--- config.mk ---
export PLATFORM = sky130hd
export DESIGN_NAME = rank_issue_queue
export DESIGN_NICKNAME = d
export VERILOG_FILES = /design/src/rtl/iq_pkg.sv /design/src/rtl/iq_entry.sv /design/src/rtl/iq_alloc.sv /design/src/rtl/iq_select.sv /design/src/rtl/rank_issue_queue.sv
export SDC_FILE = /design/constraint.sdc
export NUM_CORES = 1
export LEC_CHECK = 0
export ABC_AREA = 1
export BUFFER_PORTS_ARGS = -buffer_cell sky130_fd_sc_hd__buf_2
export CAP_MARGIN = 20
export CORE_ASPECT_RATIO = 1.1
export CORE_MARGIN = 2
export CORE_UTILIZATION = 33
export CTS_CLUSTER_SIZE = 25
export DETAILED_ROUTE_END_ITERATION = 8
export HOLD_SLACK_MARGIN = 0.12
export PLACE_DENSITY = 0.54
export SETUP_SLACK_MARGIN = 0.5
export SLEW_MARGIN = 20
export SYNTH_ARGS = -nofsm -noshare
export SYNTH_HDL_FRONTEND = slang
export SYNTH_SLANG_ARGS = --single-unit
--- constraint.sdc ---
create_clock -name clk -period 9.75 [get_ports clk]
set_input_delay 0.4875 -clock clk [delete_from_list [all_inputs] [get_ports clk]]
set_output_delay 0.4875 -clock clk [all_outputs]
set_load 0.02 [all_outputs]
--- src/rtl/iq_pkg.sv ---
// Package iq_pkg
// Shared types for the rank-based issue queue: the life cycle of one slot and
// the status code returned to the dispatch stage before it offers work.
package iq_pkg;

    typedef enum logic [1:0] {
        SLOT_FREE  = 2'd0,
        SLOT_WAIT  = 2'd1,
        SLOT_READY = 2'd2,
        SLOT_EXEC  = 2'd3
    } slot_state_e;

    typedef enum logic [1:0] {
        DSP_OK      = 2'd0,
        DSP_QFULL   = 2'd1,
        DSP_LSQFULL = 2'd2
    } disp_status_e;

endpackage

--- src/rtl/iq_entry.sv ---
// Module iq_entry
// One issue-queue slot. It captures an instruction on alloc_en, tracks source
// wakeups and a memory-ordering wait, becomes eligible once everything is
// satisfied, moves to executing on grant and frees itself on a writeback that
// carries its tag.
// Assumes: alloc_en only while free, grant only while eligible, and unique tags.
module iq_entry #(
    parameter int TAG_W  = 4,
    parameter int SEQ_W  = 8,
    parameter int USE_W  = 4,
    parameter int PTAG_W = 5,
    parameter int NSRC   = 2
) (
    input  logic                   clk,
    input  logic                   rst_n,
    input  logic                   alloc_en,
    input  logic [TAG_W-1:0]       a_tag,
    input  logic [SEQ_W-1:0]       a_seq,
    input  logic [USE_W-1:0]       a_users,
    input  logic [NSRC*PTAG_W-1:0] a_src_tag,
    input  logic [NSRC-1:0]        a_src_rdy,
    input  logic                   a_mem_wait,
    input  logic                   a_urgent,
    input  logic                   wk_valid,
    input  logic [PTAG_W-1:0]      wk_ptag,
    input  logic                   mclr_valid,
    input  logic [TAG_W-1:0]       mclr_tag,
    input  logic                   grant,
    input  logic                   wb_valid,
    input  logic [TAG_W-1:0]       wb_tag,
    output logic                   occupied,
    output logic                   eligible,
    output logic [TAG_W-1:0]       e_tag,
    output logic [SEQ_W-1:0]       e_seq,
    output logic [USE_W-1:0]       e_users,
    output logic                   e_urgent
);
    import iq_pkg::*;

    slot_state_e               state;
    logic [TAG_W-1:0]          tag_q;
    logic [SEQ_W-1:0]          seq_q;
    logic [USE_W-1:0]          users_q;
    logic                      urg_q;
    logic [NSRC*PTAG_W-1:0]    src_tag_q;
    logic [NSRC-1:0]           src_rdy_q;
    logic                      mem_pend_q;

    logic [NSRC-1:0]           held_hit;
    logic [NSRC-1:0]           new_hit;
    logic [NSRC-1:0]           rdy_upd;
    logic [NSRC-1:0]           rdy_new;
    logic                      mem_upd;
    logic                      mem_new;

    // Match the wakeup broadcast against held and incoming source tags.
    always_comb begin
        for (int s = 0; s < NSRC; s++) begin
            held_hit[s] = wk_valid && (src_tag_q[s*PTAG_W +: PTAG_W] == wk_ptag);
            new_hit[s]  = wk_valid && (a_src_tag[s*PTAG_W +: PTAG_W] == wk_ptag);
        end
        rdy_upd = src_rdy_q | held_hit;
        rdy_new = a_src_rdy | new_hit;
        mem_upd = mem_pend_q & ~(mclr_valid && (mclr_tag == tag_q));
        mem_new = a_mem_wait & ~(mclr_valid && (mclr_tag == a_tag));
    end

    // Slot life cycle: free -> waiting/ready -> executing -> free.
    always_ff @(posedge clk) begin
        if (!rst_n) begin
            state      <= SLOT_FREE;
            tag_q      <= '0;
            seq_q      <= '0;
            users_q    <= '0;
            urg_q      <= 1'b0;
            src_tag_q  <= '0;
            src_rdy_q  <= '0;
            mem_pend_q <= 1'b0;
        end else begin
            case (state)
                SLOT_FREE: begin
                    if (alloc_en) begin
                        tag_q      <= a_tag;
                        seq_q      <= a_seq;
                        users_q    <= a_users;
                        urg_q      <= a_urgent;
                        src_tag_q  <= a_src_tag;
                        src_rdy_q  <= rdy_new;
                        mem_pend_q <= mem_new;
                        state      <= (&rdy_new && !mem_new) ? SLOT_READY : SLOT_WAIT;
                    end
                end
                SLOT_WAIT: begin
                    src_rdy_q  <= rdy_upd;
                    mem_pend_q <= mem_upd;
                    if (&rdy_upd && !mem_upd) state <= SLOT_READY;
                end
                SLOT_READY: begin
                    if (grant) state <= SLOT_EXEC;
                end
                SLOT_EXEC: begin
                    if (wb_valid && (wb_tag == tag_q)) state <= SLOT_FREE;
                end
                default: state <= SLOT_FREE;
            endcase
        end
    end

    assign occupied = (state != SLOT_FREE);
    assign eligible = (state == SLOT_READY);
    assign e_tag    = tag_q;
    assign e_seq    = seq_q;
    assign e_users  = users_q;
    assign e_urgent = urg_q;

    // a grant only reaches a slot that is in the eligible state.
    p_grant_needs_ready_r11: assert property (@(posedge clk) disable iff (!rst_n)
        grant |-> (state == SLOT_READY));
    // an eligible slot has every source woken and no memory wait left.
    p_ready_all_met_r4: assert property (@(posedge clk) disable iff (!rst_n)
        (state == SLOT_READY) |-> (&src_rdy_q && !mem_pend_q));
    // a granted slot is executing on the next cycle.
    p_issue_to_exec_r9: assert property (@(posedge clk) disable iff (!rst_n)
        grant |=> (state == SLOT_EXEC));
    // allocation never overwrites a resident slot.
    p_alloc_into_free_r10: assert property (@(posedge clk) disable iff (!rst_n)
        alloc_en |-> (state == SLOT_FREE));

endmodule

--- src/rtl/iq_alloc.sv ---
// Module iq_alloc
// Availability check and slot allocator. It produces the stall code for the
// dispatch stage and, when a dispatch is taken, a one-hot pick of the
// lowest-numbered free slot.
// Assumes: occ reflects slot occupancy at the start of the cycle.
module iq_alloc #(
    parameter int DEPTH = 8
) (
    input  logic                    clk,
    input  logic                    rst_n,
    input  logic [DEPTH-1:0]        occ,
    input  logic                    disp_valid,
    input  logic                    disp_is_mem,
    input  logic                    lsq_full,
    output iq_pkg::disp_status_e    status,
    output logic                    full,
    output logic [DEPTH-1:0]        alloc_oh
);
    import iq_pkg::*;

    logic [DEPTH-1:0] first_free;
    logic             found;

    // Stall code: a full queue takes precedence over a full load/store queue.
    always_comb begin
        full = &occ;
        if (full)                          status = DSP_QFULL;
        else if (disp_is_mem && lsq_full)  status = DSP_LSQFULL;
        else                               status = DSP_OK;
    end

    // Lowest free slot, committed only when the dispatch is accepted.
    always_comb begin
        first_free = '0;
        found      = 1'b0;
        for (int i = 0; i < DEPTH; i++) begin
            if (!occ[i] && !found) begin
                first_free[i] = 1'b1;
                found         = 1'b1;
            end
        end
        alloc_oh = (disp_valid && (status == DSP_OK)) ? first_free : '0;
    end

    // at most one slot is filled per cycle.
    p_single_alloc_r10: assert property (@(posedge clk) disable iff (!rst_n)
        $onehot0(alloc_oh));
    // a memory instruction never allocates while the load/store queue is full.
    p_lsq_stall_r2: assert property (@(posedge clk) disable iff (!rst_n)
        (disp_is_mem && lsq_full) |-> (alloc_oh == '0));

endmodule

--- src/rtl/iq_select.sv ---
// Module iq_select
// Pick-one selector built as a balanced comparison tree over per-slot keys.
// The smaller key wins, and on equal keys the lower slot index wins. The
// winner is granted only when the execution resource is free.
// Assumes: keys are unsigned-comparable (the caller biases any signed fields).
module iq_select #(
    parameter int DEPTH = 8,
    parameter int KEY_W = 19
) (
    input  logic                   clk,
    input  logic                   rst_n,
    input  logic [DEPTH-1:0]       req,
    input  logic [DEPTH*KEY_W-1:0] keys,
    input  logic                   res_free,
    output logic                   iss_ok,
    output logic [DEPTH-1:0]       grant
);
    localparam int LVL   = (DEPTH > 1) ? $clog2(DEPTH) : 1;
    localparam int N2    = 1 << LVL;
    localparam int NODES = 2 * N2 - 1;
    localparam int IDX_W = LVL;

    logic             nv [NODES];
    logic [KEY_W-1:0] nk [NODES];
    logic [IDX_W-1:0] ni [NODES];

    // Leaves: one per slot, padded with empty leaves up to a power of two.
    for (genvar i = 0; i < N2; i++) begin : g_leaf
        if (i < DEPTH) begin : g_real
            assign nv[N2-1+i] = req[i];
            assign nk[N2-1+i] = keys[i*KEY_W +: KEY_W];
            assign ni[N2-1+i] = IDX_W'(i);
        end else begin : g_pad
            assign nv[N2-1+i] = 1'b0;
            assign nk[N2-1+i] = '0;
            assign ni[N2-1+i] = '0;
        end
    end

    // Internal nodes: keep the smaller key, the left child winning ties.
    for (genvar n = 0; n < N2 - 1; n++) begin : g_node
        logic take_l;
        assign take_l = nv[2*n+1] && (!nv[2*n+2] || (nk[2*n+1] <= nk[2*n+2]));
        assign nv[n]  = nv[2*n+1] || nv[2*n+2];
        assign nk[n]  = take_l ? nk[2*n+1] : nk[2*n+2];
        assign ni[n]  = take_l ? ni[2*n+1] : ni[2*n+2];
    end

    assign iss_ok = nv[0] && res_free;
    assign grant  = iss_ok ? (DEPTH'(1) << ni[0]) : '0;

    // the root key is no larger than the key of any requesting slot.
    always @(posedge clk) begin
        if (rst_n && nv[0]) begin
            for (int i = 0; i < DEPTH; i++) begin
                if (req[i]) begin
                    p_root_is_min_r5: assert (nk[0] <= keys[i*KEY_W +: KEY_W]);
                end
            end
        end
    end

endmodule

--- src/rtl/rank_issue_queue.sv ---
// Module rank_issue_queue
// Top of the issue queue: allocator, DEPTH slots and the rank selector.
// Each slot's key is {not urgent, biased rank, sequence}. The rank is the
// sequence number minus the consumer count, in RANK_W signed bits, and the
// sign bit is inverted so that an unsigned compare orders ranks correctly.
// Assumes: unique tags among resident entries, no sequence wrap while resident.
module rank_issue_queue #(
    parameter int DEPTH  = 8,
    parameter int TAG_W  = 4,
    parameter int SEQ_W  = 8,
    parameter int USE_W  = 4,
    parameter int PTAG_W = 5,
    parameter int NSRC   = 2
) (
    input  logic                   clk,
    input  logic                   rst_n,
    input  logic                   disp_valid,
    input  logic [TAG_W-1:0]       disp_tag,
    input  logic [SEQ_W-1:0]       disp_seq,
    input  logic [USE_W-1:0]       disp_users,
    input  logic [NSRC*PTAG_W-1:0] disp_src_tag,
    input  logic [NSRC-1:0]        disp_src_rdy,
    input  logic                   disp_mem_dep,
    input  logic                   disp_is_mem,
    input  logic                   disp_urgent,
    input  logic                   lsq_full,
    output logic [1:0]             avail_code,
    output logic                   full,
    input  logic                   wk_valid,
    input  logic [PTAG_W-1:0]      wk_ptag,
    input  logic                   mclr_valid,
    input  logic [TAG_W-1:0]       mclr_tag,
    input  logic                   res_free,
    output logic                   iss_valid,
    output logic [TAG_W-1:0]       iss_tag,
    input  logic                   wb_valid,
    input  logic [TAG_W-1:0]       wb_tag
);
    import iq_pkg::*;

    localparam int RANK_W = SEQ_W + 2;
    localparam int KEY_W  = 1 + RANK_W + SEQ_W;

    disp_status_e           status;
    logic [DEPTH-1:0]       occ;
    logic [DEPTH-1:0]       elig;
    logic [DEPTH-1:0]       alloc_oh;
    logic [DEPTH-1:0]       grant;
    logic [DEPTH*KEY_W-1:0] keys;
    logic [TAG_W-1:0]       ent_tag   [DEPTH];
    logic [SEQ_W-1:0]       ent_seq   [DEPTH];
    logic [USE_W-1:0]       ent_users [DEPTH];
    logic                   ent_urg   [DEPTH];

    iq_alloc #(.DEPTH(DEPTH)) u_alloc (
        .clk         (clk),
        .rst_n       (rst_n),
        .occ         (occ),
        .disp_valid  (disp_valid),
        .disp_is_mem (disp_is_mem),
        .lsq_full    (lsq_full),
        .status      (status),
        .full        (full),
        .alloc_oh    (alloc_oh)
    );

    assign avail_code = status;

    // One slot and its ranking key per queue position.
    for (genvar g = 0; g < DEPTH; g++) begin : g_slot
        logic [RANK_W-1:0] rank;

        iq_entry #(
            .TAG_W (TAG_W),
            .SEQ_W (SEQ_W),
            .USE_W (USE_W),
            .PTAG_W(PTAG_W),
            .NSRC  (NSRC)
        ) u_entry (
            .clk        (clk),
            .rst_n      (rst_n),
            .alloc_en   (alloc_oh[g]),
            .a_tag      (disp_tag),
            .a_seq      (disp_seq),
            .a_users    (disp_users),
            .a_src_tag  (disp_src_tag),
            .a_src_rdy  (disp_src_rdy),
            .a_mem_wait (disp_mem_dep),
            .a_urgent   (disp_urgent),
            .wk_valid   (wk_valid),
            .wk_ptag    (wk_ptag),
            .mclr_valid (mclr_valid),
            .mclr_tag   (mclr_tag),
            .grant      (grant[g]),
            .wb_valid   (wb_valid),
            .wb_tag     (wb_tag),
            .occupied   (occ[g]),
            .eligible   (elig[g]),
            .e_tag      (ent_tag[g]),
            .e_seq      (ent_seq[g]),
            .e_users    (ent_users[g]),
            .e_urgent   (ent_urg[g])
        );

        assign rank = {2'b00, ent_seq[g]} - RANK_W'(ent_users[g]);
        assign keys[g*KEY_W +: KEY_W] =
            {~ent_urg[g], ~rank[RANK_W-1], rank[RANK_W-2:0], ent_seq[g]};
    end

    iq_select #(.DEPTH(DEPTH), .KEY_W(KEY_W)) u_select (
        .clk      (clk),
        .rst_n    (rst_n),
        .req      (elig),
        .keys     (keys),
        .res_free (res_free),
        .iss_ok   (iss_valid),
        .grant    (grant)
    );

    // Tag of the granted slot for the execution side.
    always_comb begin
        iss_tag = '0;
        for (int i = 0; i < DEPTH; i++) begin
            if (grant[i]) iss_tag = iss_tag | ent_tag[i];
        end
    end

    // occupancy does not grow past a cycle that starts full.
    p_full_blocks_r10: assert property (@(posedge clk) disable iff (!rst_n)
        full |=> ($countones(occ) <= $past($countones(occ))));
    // eligible work survives a cycle without a free resource.
    p_ready_held_r8: assert property (@(posedge clk) disable iff (!rst_n)
        ((|elig) && !res_free) |=> (|elig));

endmodule

=== Word level (Yosys, flattened, before mapping) ===
Cells that the tools add are included.

* Register bits: 256
* Output and inout port bits: 8

* Add/sub/neg operators: 8
* $lt $le $gt $ge: 7
* Equality and inequality tests: 91
* Shift-type cells: 1
* Muxes and demuxes: 112
* Bitwise operators: 50
* Reduce and logical (&&, ||, !) cells: 163

{| class="wikitable"
|+ Operator list
! kind !! number
|-
| <= comparator 19 bit || 7
|-
| two-way mux 19 bit || 6
|-
| equality test 5 bit || 18
|-
| two-way mux 2 bit || 45
|-
| subtractor 8 x 4 -> 9 bit || 8
|-
| equality test 4 bit || 17
|-
| one-hot mux 2 bit (4 select lines) || 8
|-
| logical AND 1 bit || 61
|-
| AND reduction 2 bit || 25
|-
| equality test 2 bit, second input constant || 16
|-
| two-way mux 4 bit || 8
|-
| != test 2 x 1 -> 1 bit, second input constant || 16
|-
| != test 2 bit, second input constant || 16
|-
| one-hot mux 2 bit (2 select lines) || 8
|-
| AND reduction 4 bit || 8
|-
| nonzero test 2 bit || 16
|-
| zero test 1 bit || 29
|-
| OR 4 bit || 7
|-
| two-way mux 1 bit || 26
|-
| inverter 1 bit || 25
|-
| zero test 2 bit || 9
|-
| OR 2 bit || 9
|-
| equality test 2 x 1 -> 1 bit, second input constant || 8
|-
| two-way mux 8 bit || 2
|-
| other kinds (6) || 34
|}

=== Longest topological paths before layout ===
* Depth in word-level cells: 31
* Depth in mapped cells: 53
* Mapped depth without buffers: 50

=== Modules after synthesis ===
Synthesis repeated with hierarchy kept, for this count alone.

* Cell total of the unflattened synthesis: 3779
* Area total of the unflattened synthesis: 22525.4 µm²

{| class="wikitable"
|+ Modules (own cells, without submodules)
! module !! times used !! cells each !! area an instance (µm²)
|-
| iq_entry || 8 || 302 || 1838.0
|-
| iq_select || 1 || 871 || 5218.8
|-
| rank_issue_queue || 1 || 460 || 2433.6
|-
| iq_alloc || 1 || 32 || 168.9
|}

=== Worst setup path before layout ===
Ideal clock, no wire load.

* Path type: register -> output
* Start point: register g_slot[5].u_entry.seq_q[0]
* End point: output port iss_tag[2]
* Data arrival time: 6898 ps
* Required time: 9263 ps
* Setup slack: 2364 ps
* Cell stages (with the launch flop): 47
* Path buffers: 4
* Cells stage by stage: dfxtp_1 > inv_1 > ha_1 > inv_1 > fa_1 > and3_1 > a211oi_1 > nand3_1 > nor3_1 > inv_1 > ha_1 > nand2_1 > nor2_1 > a2111oi_0 > nand2_1 > nand2_1 > nand2_1 > inv_1 > [11 not listed] > clkbuf_1 > buf_1 > nand2_1 > o21ai_0 > ha_1 > a21o_1 > o21ai_1 > o211ai_1 > nand2_1 > nand3_1 > a21oi_4 > inv_2 > nor2_1 > buf_2 > nand4_1 > o21ai_0 > nor2_1 > nand2_1

* Longest elaborated chain between the ends: 31
* Elaborated cells between the ends (all ways): 33
* Those cells by class: 1 x add/sub; 3 x order compare; 1 x shift; 14 x mux; 8 x bitwise; 6 x reduce/logical

{| class="wikitable"
|+ Ends and longest elaborated chain
! what !! line !! text
|-
| start, declared || iq_entry.sv:42 || <nowiki>logic [SEQ_W-1:0] seq_q;</nowiki>
|-
| start signal, assigned || iq_entry.sv:84 || <nowiki>seq_q <= a_seq;</nowiki>
|-
| subtractor 8 x 4 -> 9 bit || rank_issue_queue.sv:105 || <nowiki>assign rank = {2'b00, ent_seq[g]} - RANK_W'(ent_users[g]);</nowiki>
|-
| inverter 1 bit || rank_issue_queue.sv:107 || <nowiki>{~ent_urg[g], ~rank[RANK_W-1], rank[RANK_W-2:0], ent_seq[g]};</nowiki>
|-
| <= comparator 19 bit || iq_select.sv:43 || <nowiki>assign take_l = nv[2*n+1] && (!nv[2*n+2] || (nk[2*n+1] <= nk[2*n+2]));</nowiki>
|-
| logical OR 1 bit || iq_select.sv:43 ||
|-
| logical AND 1 bit || iq_select.sv:43 ||
|-
| two-way mux 19 bit || iq_select.sv:45 || <nowiki>assign nk[n] = take_l ? nk[2*n+1] : nk[2*n+2];</nowiki>
|-
| <= comparator 19 bit || iq_select.sv:43 ||
|-
| logical OR 1 bit || iq_select.sv:43 ||
|-
| [15 not listed] || n/a ||
|-
| OR 4 bit || rank_issue_queue.sv:124 || <nowiki>if (grant[i]) iss_tag = iss_tag | ent_tag[i];</nowiki>
|-
| two-way mux 4 bit || rank_issue_queue.sv:124 ||
|-
| OR 4 bit || rank_issue_queue.sv:124 ||
|-
| two-way mux 4 bit || rank_issue_queue.sv:124 ||
|-
| OR 4 bit || rank_issue_queue.sv:124 ||
|-
| two-way mux 4 bit || rank_issue_queue.sv:124 ||
|-
| OR 4 bit || rank_issue_queue.sv:124 ||
|-
| two-way mux 4 bit * || rank_issue_queue.sv:124 ||
|-
| end, declared || rank_issue_queue.sv:35 || <nowiki>output logic [TAG_W-1:0] iss_tag,</nowiki>
|}

Every way passes the cells marked *; elsewhere a longest branch is shown, timed or not.

=== Final worst setup path ===
* Start point: register g_slot[1].u_entry.seq_q[0]
* End point: output port iss_tag[2]

* Longest elaborated chain between the ends: 31
* Elaborated cells between the ends (all ways): 33
* Those cells by class: 1 x add/sub; 3 x order compare; 1 x shift; 14 x mux; 8 x bitwise; 6 x reduce/logical

{| class="wikitable"
|+ Ends and longest elaborated chain
! what !! line
|-
| start, declared || iq_entry.sv:42
|-
| start signal, assigned || iq_entry.sv:84
|-
| subtractor 8 x 4 -> 9 bit || rank_issue_queue.sv:105
|-
| inverter 1 bit || rank_issue_queue.sv:107
|-
| <= comparator 19 bit || iq_select.sv:43
|-
| logical OR 1 bit || iq_select.sv:43
|-
| logical AND 1 bit || iq_select.sv:43
|-
| two-way mux 19 bit || iq_select.sv:45
|-
| <= comparator 19 bit || iq_select.sv:43
|-
| logical OR 1 bit || iq_select.sv:43
|-
| [15 not listed] || n/a
|-
| OR 4 bit || rank_issue_queue.sv:124
|-
| two-way mux 4 bit || rank_issue_queue.sv:124
|-
| OR 4 bit || rank_issue_queue.sv:124
|-
| two-way mux 4 bit || rank_issue_queue.sv:124
|-
| OR 4 bit || rank_issue_queue.sv:124
|-
| two-way mux 4 bit || rank_issue_queue.sv:124
|-
| OR 4 bit || rank_issue_queue.sv:124
|-
| two-way mux 4 bit * || rank_issue_queue.sv:124
|}

Marks and branches as above.

==> results.py <==
metrics = {
    "pwr": {
        "power_mw": 5.941,
        "power.leakage_nw": 8.993,
        "peakVddDrop_v": 0.0001641,
        "power.density_mw_per_mm2": 285.7,
    },
    "sta": {
        "max_freq_mhz": 114.1,
        "skew_ns": 0.03058,
        "rsz0062_at_grt": "no",
        "max_slew_margin_pct": 27.21,
        "final.setup.tns_ns": 0,
        "hold_viol": 0,
        "worst_slack_ns": 0.9869,
        "holdWs_ns": 0.2553,
        "fin_crit_sh_pct": 89.88,
        "finalSetupViolCount": 0,
        "slew_violations": 0,
        "post-route-min-period_ns": 8.763,
        "worst_pin_slew_ns": 1.092,
    },
    "cts": {
        "clk_pin_slew_ns": 0.06,
        "numCtsBuffers": 31,
        "tritoncts": "done",
        "clock_latency_ns": 0.61,
        "cts_root_buf": "clkbuf_16",
        "cts_sinks": 256,
        "postCtsHoldBufs": 0,
        "clockBufferDepth": 3,
        "cts.htree.levels": 1,
    },
    "critical_path": {
        "r2r_end": "g_slot[0].u_entry.state[0]",
        "cp_num_buf_inv": 9,
        "cp_max_fo": 18,
        "crit_type": "flop to output pin",
        "crit_path_end_kind": "output pin",
        "cp.required_ns": 9.26,
        "cp_slowest_cell": "fa_1",
        "critPathLaunchType": "flop",
        "crit_top_cell": "nand2_1",
        "timing.critical_path.depth": 46,
        "crit_arrival_ns": 8.28,
        "critPathTopFamily": "simple AND/OR/NAND/NOR gates",
        "r2r_cells": 47,
        "r2r_setup_slack_ns": 1.93,
        "reg2reg_from": "g_slot[1].u_entry.e_seq[0]",
        "slowest_delay_ns": 0.40,
    },
    "yosys": {
        "yosysTopAreaCell": "dfxtp_1",
        "synthArstFlopShare_pct": 0,
        "postSynthCellCount": 2607,
        "synth_edf_count": 0,
        "synth_seq_cells": 256,
        "synthTopCellsByArea": "dfxtp_1 (28%), ha_1 (14%), o21ai_0 (10%), a21oi_1 (9.1%), nand2_1 (7.9%)",
        "ys_warn_count": 0,
        "synth_common_cells": "nand2_1 (385), o21ai_0 (374), inv_1 (346)",
        "yosysTopAreaCellShare_pct": 27.85,
        "synth_cell_types": 61,
        "syn-num-nets": 2866,
        "synth.cell_area_sq_mm": 0.01840,
        "synth.most_common_cell": "nand2_1",
        "synth-main-ff-cell": "dfxtp_1",
        "seq_area_frac_synth_pct": 27.85,
        "avgSynthCellArea_sq_um": 7.059,
    },
    "global_route": {
        "grt_pass1_vias": 17290,
        "antenna_found_initial": 0,
        "grt_usage_pct": 22.91,
        "grt_pass1_wl_mm": 102.1,
        "grt-ovfl-total": 0,
        "grt_max_degree": 155,
    },
    "worst_hold_path": {
        "worstHoldPathType": "input port to flop",
        "holdPathEnd": "g_slot[7].u_entry.src_tag_q[9]",
        "whs_path_depth": 3,
        "min_from": "disp_src_tag[9]",
    },
    "floorplanning": {
        "fp.dieW_microns": 229.2,
        "die_y_microns": 251.7,
        "design.portCount": 60,
        "fp.coreArea_sq_mm": 0.05495,
        "initial_utilization_pct": 33.49,
        "num_rows": 90,
        "dieArea_sq_mm": 0.05768,
    },
    "layout": {
        "layout.nets": 2870,
        "seq_area_sq_mm": 0.005125,
        "drive_gt1_share_pct": 9.719,
        "diodes": 0,
        "fillerInstances": 5914,
        "area.growth.synth_to_final_pct": 12.98,
        "final_area_sq_mm": 0.02079,
        "multi_input_area_sq_mm": 0.01173,
        "fin_util_pct": 37.84,
        "fin_cells": 3370,
    },
    "placement": {
        "gp_congestion": 0.9459,
        "port_buffers": 59,
        "dpl-instance-area_sq_mm": 0.01928,
        "dp_slack_ns": 0.4319,
        "dp_cells": 3299,
        "hpwl_mm": 50.29,
    },
    "routing": {
        "wl_met2_mm": 32.55,
        "antenna_left": 0,
        "wl_met3_mm": 3.308,
        "wl_mm": 68.23,
        "drt_iter0_drc": 1426,
        "viasPerCell": 5.438,
        "wl_per_cell_microns": 20.25,
        "drt-pass1-iter-count": 6,
        "drc": 0,
        "highest_layer": "met4",
        "vias": 18330,
        "met1Wirelength_mm": 28.86,
    },
    "run": {
        "maxCapViolCount": 0,
    },
    "run_status": {
        "status": "finished clean",
    },
}
kinds of logic after synthesis:
group,synth area share (%)
flip-flops,27.85
buffers and inverters,10.09
multiplexers,0.05439
AO/OA/AOI/OAI,28.25
AND/OR/NAND/NOR,15.64
XOR/XNOR,3.712
adder cells (fa/ha/maj),14.40
placed cells by master (no fill, tap or decap), types with 17 or more instances in the layout:
| cell type | synthesis | layout |
|---|---|---|
| nand2_1 | 385 | 383 |
| inv_1 | 346 | 342 |
| o21ai_0 | 374 | 335 |
| a21oi_1 | 335 | 334 |
| dfxtp_1 | 256 | 256 |
| ha_1 | 199 | 199 |
| nor2_1 | 92 | 89 |
| nand3_1 | 84 | 77 |
| xor2_1 | 66 | 61 |
| buf_2 | 32 | 58 |
| o211ai_1 | 53 | 53 |
| o22ai_1 | 48 | 48 |
| o21ai_1 | 8 | 39 |
| nand4_1 | 38 | 38 |
| clkbuf_16 | 0 | 31 |
| buf_4 | 3 | 27 |
| a221oi_1 | 19 | 19 |
| o21ai_2 | 10 | 17 |
layout make-up:
cell class / count / area share, %
well taps: 736 / 4.429
flip-flops and latches: 256 / 24.65
clock inverters: 20 / 1.438
repair buffers: 88 / 2.533
inverters: 354 / 6.445
multi-input cells: 1876 / 56.41
repair inverters: 4 / 0.1324
clock buffers: 36 / 3.966
sequential cells by signal (all words and copies together), names as in the netlist:
name	flops
g_slot.u_entry.e_seq	64
g_slot.u_entry.e_tag	32
g_slot.u_entry.e_urgent	8
g_slot.u_entry.e_users	32
g_slot.u_entry.mem_pend_q	8
g_slot.u_entry.src_rdy_q	16
g_slot.u_entry.src_tag_q	80
g_slot.u_entry.state	16
worst max-delay path by stage:
| stage | to | slack, ns | from |
|---|---|---|---|
| finish | iss_tag[2] | 0.99 | g_slot[1].u_entry.e_seq[0] |
| global route | iss_tag[3] | 0.49 | g_slot[2].u_entry.e_seq[0] |
| CTS | iss_tag[1] | 0.50 | g_slot[4].u_entry.e_seq[0] |
| detailed placement | iss_tag[1] | 0.43 | g_slot[2].u_entry.e_seq[0] |
| global placement | iss_tag[1] | 0.43 | g_slot[2].u_entry.e_seq[0] |
| floorplan | iss_tag[2] | 2.36 | g_slot[5].u_entry.e_seq[0] |
layer usage:
layer  vias up  track usage, %
met2       559           39.81
met1      8643           28.26
met3       152           2.385
li1       8971               -
met4         0           11.17
met5         -               0
power breakdown:
group	switching, mW	internal [mW]	total (mW)
combinational	2.21	1.13	3.34
clock	0.514	0.789	1.30
sequential	0.121	1.17	1.30
timing repair:
action                                 CTS  global route
buffers inserted                         4             6
setup endpoints to repair                4             4
pin swaps                                0             5
gates cloned                             1             4
resized for setup                       19            74
endpoints found under the hold margin    0             0
worst min-delay path, stage by stage:
cell	delay, ns
buf_2	0.16
nand2_1	0.08
a21oi_1	0.05
Note: power is estimated with default switching activity, not from simulation.
